<file path="src/rtl/stamp_pkg.sv">
package stamp_pkg;

    localparam int unsigned ADDR_W = 2;

    typedef enum logic [ADDR_W-1:0] {
        REG_STAMP_LO = 2'd0,
        REG_STAMP_HI = 2'd1,
        REG_STATUS   = 2'd2
    } reg_addr_e;

    localparam int unsigned FLAG_BIT = 0;

endpackage

</file>
<file path="src/rtl/stamp_conditioner.sv">
module stamp_conditioner #(
    parameter int unsigned SYNC_STAGES = 2,
    parameter int unsigned FILT_LEN    = 4
) (
    input  logic clk,
    input  logic rst_n,
    input  logic raw_in,
    input  logic filt_en,
    output logic level_out
);
    localparam int unsigned RUN_W = (FILT_LEN > 2) ? $clog2(FILT_LEN) : 1;
    localparam logic [RUN_W-1:0] RUN_LAST = RUN_W'(FILT_LEN - 1);

    typedef struct packed {
        logic [SYNC_STAGES-1:0] sync;
        logic                   held;
        logic [RUN_W-1:0]       run;
    } cond_t;

    cond_t st_d, st_q;
    logic  synced;

    assign synced = st_q.sync[SYNC_STAGES-1];

    always_comb begin
        st_d      = st_q;
        st_d.sync = {st_q.sync[SYNC_STAGES-2:0], raw_in};
        if (synced == st_q.held) begin
            st_d.run = '0;
        end else if (st_q.run == RUN_LAST) begin
            st_d.held = synced;
            st_d.run  = '0;
        end else begin
            st_d.run = st_q.run + 1'b1;
        end
    end

    always_ff @(posedge clk or negedge rst_n) begin
        if (!rst_n) st_q <= '0;
        else        st_q <= st_d;
    end

    assign level_out = filt_en ? st_q.held : synced;

endmodule

</file>
<file path="src/rtl/stamp_edge.sv">
module stamp_edge (
    input  logic clk,
    input  logic rst_n,
    input  logic level,
    input  logic rise_sel,
    output logic fire
);
    typedef struct packed {
        logic prev;
    } edge_t;

    edge_t ed_d, ed_q;

    always_comb begin
        ed_d      = ed_q;
        ed_d.prev = level;
    end

    always_ff @(posedge clk or negedge rst_n) begin
        if (!rst_n) ed_q <= '0;
        else        ed_q <= ed_d;
    end

    assign fire = rise_sel ? (level & ~ed_q.prev) : (~level & ed_q.prev);

endmodule

</file>
<file path="src/rtl/stamp_regs.sv">
module stamp_regs
    import stamp_pkg::*;
#(
    parameter int unsigned BUS_W = 8
) (
    input  logic               clk,
    input  logic               rst_n,
    input  logic [2*BUS_W-1:0] cnt_val,
    input  logic               cap_fire,
    input  logic               top_mode,
    input  logic               irq_en,
    input  logic               irq_ack,
    input  logic [ADDR_W-1:0]  bus_addr,
    input  logic               bus_wr,
    input  logic               bus_rd,
    input  logic [BUS_W-1:0]   bus_wdata,
    output logic [BUS_W-1:0]   bus_rdata,
    output logic [2*BUS_W-1:0] stamp,
    output logic               flag,
    output logic               irq
);
    localparam int unsigned STAMP_W = 2 * BUS_W;

    typedef struct packed {
        logic [STAMP_W-1:0] stamp;
        logic [BUS_W-1:0]   tmp;
        logic               flag;
    } regs_t;

    regs_t rg_d, rg_q;
    logic  wr_lo, wr_hi, wr_clr, rd_lo;

    always_comb begin
        rd_lo  = bus_rd && (bus_addr == REG_STAMP_LO);
        wr_lo  = bus_wr && (bus_addr == REG_STAMP_LO);
        wr_hi  = bus_wr && (bus_addr == REG_STAMP_HI);
        wr_clr = bus_wr && (bus_addr == REG_STATUS) && bus_wdata[FLAG_BIT];

        rg_d = rg_q;
        if (rd_lo) rg_d.tmp = rg_q.stamp[STAMP_W-1:BUS_W];
        if (wr_hi) rg_d.tmp = bus_wdata;
        if (wr_lo && top_mode) rg_d.stamp = {rg_q.tmp, bus_wdata};
        if (cap_fire) rg_d.stamp = cnt_val;

        if (wr_clr || irq_ack) rg_d.flag = 1'b0;
        if (cap_fire)          rg_d.flag = 1'b1;
    end

    always_ff @(posedge clk or negedge rst_n) begin
        if (!rst_n) rg_q <= '0;
        else        rg_q <= rg_d;
    end

    always_comb begin
        bus_rdata = '0;
        case (bus_addr)
            REG_STAMP_LO: bus_rdata = rg_q.stamp[BUS_W-1:0];
            REG_STAMP_HI: bus_rdata = rg_q.tmp;
            REG_STATUS:   bus_rdata[FLAG_BIT] = rg_q.flag;
            default:      bus_rdata = '0;
        endcase
    end

    assign stamp = rg_q.stamp;
    assign flag  = rg_q.flag;
    assign irq   = rg_q.flag & irq_en;

endmodule

</file>
<file path="src/rtl/stamp_capture_unit.sv">
module stamp_capture_unit
    import stamp_pkg::*;
#(
    parameter int unsigned BUS_W       = 8,
    parameter int unsigned SYNC_STAGES = 2,
    parameter int unsigned FILT_LEN    = 4
) (
    input  logic               clk,
    input  logic               rst_n,
    input  logic [2*BUS_W-1:0] cnt_val,
    input  logic               pin_in,
    input  logic               cmp_in,
    input  logic               src_cmp,
    input  logic               rise_sel,
    input  logic               filt_en,
    input  logic               irq_en,
    input  logic               top_mode,
    input  logic               irq_ack,
    input  logic [1:0]         bus_addr,
    input  logic               bus_wr,
    input  logic               bus_rd,
    input  logic [BUS_W-1:0]   bus_wdata,
    output logic [BUS_W-1:0]   bus_rdata,
    output logic               evt_flag,
    output logic               irq
);
    logic               src_raw;
    logic               cond_level;
    logic               cap_fire;
    logic [2*BUS_W-1:0] stamp_val;

    assign src_raw = src_cmp ? cmp_in : pin_in;

    stamp_conditioner #(
        .SYNC_STAGES(SYNC_STAGES),
        .FILT_LEN   (FILT_LEN)
    ) u_cond (
        .clk      (clk),
        .rst_n    (rst_n),
        .raw_in   (src_raw),
        .filt_en  (filt_en),
        .level_out(cond_level)
    );

    stamp_edge u_edge (
        .clk     (clk),
        .rst_n   (rst_n),
        .level   (cond_level),
        .rise_sel(rise_sel),
        .fire    (cap_fire)
    );

    stamp_regs #(
        .BUS_W(BUS_W)
    ) u_regs (
        .clk      (clk),
        .rst_n    (rst_n),
        .cnt_val  (cnt_val),
        .cap_fire (cap_fire),
        .top_mode (top_mode),
        .irq_en   (irq_en),
        .irq_ack  (irq_ack),
        .bus_addr (bus_addr),
        .bus_wr   (bus_wr),
        .bus_rd   (bus_rd),
        .bus_wdata(bus_wdata),
        .bus_rdata(bus_rdata),
        .stamp    (stamp_val),
        .flag     (evt_flag),
        .irq      (irq)
    );

endmodule

</file>
<file path="config.mk">
export PLATFORM = sky130hd
export DESIGN_NAME = stamp_capture_unit
export DESIGN_NICKNAME = d
export VERILOG_FILES = /design/src/rtl/stamp_pkg.sv /design/src/rtl/stamp_conditioner.sv /design/src/rtl/stamp_edge.sv /design/src/rtl/stamp_regs.sv /design/src/rtl/stamp_capture_unit.sv
export SDC_FILE = /design/constraint.sdc
export NUM_CORES = 1
export LEC_CHECK = 0
export BUFFER_PORTS_ARGS = -buffer_cell sky130_fd_sc_hd__buf_2
export CAP_MARGIN = 20
export CORE_MARGIN = 5
export CORE_UTILIZATION = 51
export CTS_CLUSTER_DIAMETER = 50
export DETAILED_ROUTE_END_ITERATION = 7
export GPL_ROUTABILITY_DRIVEN = 0
export PLACE_DENSITY = 0.89
export SLEW_MARGIN = 0
export SYNTH_ARGS = -nofsm -noshare
export SYNTH_HDL_FRONTEND = slang
export SYNTH_SLANG_ARGS = --single-unit
export TNS_END_PERCENT = 30
</file>
<file path="constraint.sdc">
create_clock -name clk -period 2.1 [get_ports clk]
set_clock_uncertainty 0.15 [all_clocks]
set_input_delay 0.315 -clock clk [delete_from_list [all_inputs] [get_ports clk]]
set_output_delay 0.315 -clock clk [all_outputs]
set_load 0.1 [all_outputs]
</file>
==> run summary <==
Share of cells above drive strength 1 -> 58.2%
NumNets Final -> 220
Filler Cells Inserted -> 254
Least-Margin Pin Slew -> 0.693 ns
Number of synthesized register bits -> 31
Wire per inst -> 15.6 um
Drt drc -> 0
Post-CTS setup buffer count -> 0
Distinct cells, synth -> 22
Commonest non-fill, non-tap cells in the layout -> buf_2, dfrtp_1, mux2_4
Port bufs -> 47
Sequential fraction of the synthesis area -> 46.0%
HP Start -> cnt_val[3]
Hold buffers post-CTS -> 1
CTS root buf -> clkbuf_4
DIE AREA -> 4550 sq um
Setup Viol. Count Final -> 0
FMAX -> 546 MHz
Total CTS buffers -> 5
Final Hold Vio Count -> 0
Syn Nets -> 167
Switching share of power -> 40.5%
RSZ-0062 raised after global routing -> false
Commonest non-fill, non-tap cell in the layout -> buf_2
Max_slew headroom -> 53.8%
Via/cell ratio -> 5.11
Post-synth top area share -> 46.0%
Synthesized area per cell -> 13.2 sq um
FF-to-FF Start -> u_cond.st_q[4]$_DFF_PN0_
Drt first pass iters -> 4
ANT cells -> 0
Crit start category -> flip-flop
Status -> finished clean
CTS max path bufs -> 2
Via count -> 1154
Core area -> 3100 sq um
Tot GR Track Use -> 17.3%
Number of routed nets with antenna violations -> 0
CP Max Fanout -> 3
Grt ovf -> 0
Final Cycle Share -> 87.2%
DP Cell Count -> 217
Max-cap violations -> 0
Placed Area -> 2060 sq um
CTS tree -> yes
Worst Reg-to-Reg Cells -> 4
Post-Syn Area -> 1690 sq um
Syn Inst Count -> 128
# clock sinks -> 31
Critical path class -> flip-flop to primary output
Die height -> 67.5 um
Power Density -> 1270 nW/um^2
DIE WIDTH -> 67.5 um
Largest area contributor in the netlist -> dfrtp_1
Reg2reg setup slack -> 0.39 ns
I/O pin cnt -> 48
HP Class -> input port to flip-flop
Worst-path clk slew -> 0.10 ns
Pin count of the biggest net entering global routing -> 32
Maximum vdd drop -> 0.627 mV
Initial core utilization -> 54.3%
P&R area growth vs syn -> 26.1%
Worst Path Required -> 1.63 ns
First-pass GRT wire length -> 5.71 mm
# rows -> 20
Max H-tree Level -> 2
Initial DRC count -> 35
Reg power frac -> 37.4%
Hold Crit Depth -> 2
Comb power frac -> 49.7%
Worst reg2reg path endpoint -> u_regs.stamp[2]$_DFFE_PN0P_
Max-slew violations -> 0
Util after Layout -> 68.5%
Later-pin clock latency in the skew report -> 0.34 ns
HPWL Detailed -> 2.70 mm
Number of synthesis warnings -> 0
Data arrival, critical path -> 1.37 ns
Psw -> 1.09 mW
Non-filler cells in the finished layout -> 226
Period minus WS final -> 1.83 ns
Number of global-route vias before repair -> 1257
Final wirelength -> 3.52 mm
Pwr Total -> 2.70 mW
Critical Path End Type -> primary output
Initial antenna violation count -> 0
Hold EP -> u_regs.stamp[3]$_DFFE_PN0P_
P_int -> 1.61 mW
LEAKAGE -> 1.01 nW
Fin area -> 2130 sq um
Post-cts resize count -> 0
Synth area leaders -> dfrtp_1, mux2_4, mux2_2
Clock power share -> 12.9%
Final setup TNS -> 0 ns
==> per-stage QoR <==
| stage | setup slack [ns] | hold slack [ns] |
|---|---|---|
| floorplan | -0.148 | -0.131 |
| global placement | 0.292 | 0.181 |
| detailed placement | 0.250 | 0.185 |
| CTS | 0.249 | 0.0329 |
| global route | 0.167 | 0.0289 |
| finish | 0.270 | 0.0503 |
==> worst max path at each step <==
stage	from	end	slack, ns
after floorplan	u_regs.flag$_DFFE_PN0P_	bus_rdata[0]	-0.15
after global placement	bus_addr[0]	u_regs.stamp[13]$_DFFE_PN0P_	0.29
after detailed placement	bus_addr[0]	u_regs.stamp[1]$_DFFE_PN0P_	0.25
after CTS	u_regs.rg_q[8]$_DFFE_PN0P_	bus_rdata[7]	0.25
after global routing	u_regs.rg_q[8]$_DFFE_PN0P_	bus_rdata[7]	0.17
final	u_regs.rg_q[8]$_DFFE_PN0P_	bus_rdata[7]	0.27
==> layout make-up <==
type | count | area, sq um | share of cell area (%)
repair buffers | 53 | 338 | 15.9
clock inverters | 3 | 20.0 | 0.942
flip-flops and latches | 31 | 776 | 36.5
well taps | 44 | 55.1 | 2.59
multi-input cells | 90 | 900 | 42.3
clock buffers | 5 | 37.5 | 1.77
==> worst max-delay path, cell delays in order (launching register included) <==
cell	delay, ns
dfrtp_1	0.40
mux2i_1	0.10
nor2_2	0.10
buf_2	0.43
==> registers in the layout, summed over array words and instances (netlist names) <==
signal and count:
u_regs.flag 1, u_edge.ed_q 1, u_cond.st_d 1, u_regs.stamp 16, u_regs.rg_q 8, u_cond.st_q 4
==> routing by layer <==
layer	up-vias	GRT usage (%)	share of wire, %
li1	560	-	-
met1	554	18.6	41
met2	35	31.0	52
met3	5	4.66	5.7
met4	0	8.10	1.4
met5	-	0	0
==> power by group through the flow <==
stage	clock network, mW	registers (mW)	logic (mW)
final	0.349	1.01	1.34
after global routing	0.391	1.04	1.43
after floorplan	0	1.02	1.05
after CTS	0.363	1.01	1.36
after detailed placement	0	1.02	1.36
after global placement	0	1.00	1.30
==> logic make-up after synthesis <==
group / synth area share [%]
mux: 38.7
flops: 46.0
simple gates: 8.39
compound gates: 2.67
buf+inv: 2.97
xor+xnor: 0.520
fa+ha+maj: 0.742
==> cell usage after synthesis, drive strengths merged <==
cell and n:
a21oi 8, dfrtp 31, nor3 1, ha 1, mux2i 17, and2 1
nand3b 3, and4bb 1, buf 5, nand2 1, nor3b 1, mux2 35
nor2b 3, nor2 15, nand4b 1, xnor2 1, clkbuf 2, o21ai 1
(Power assumes the default switching activity.)
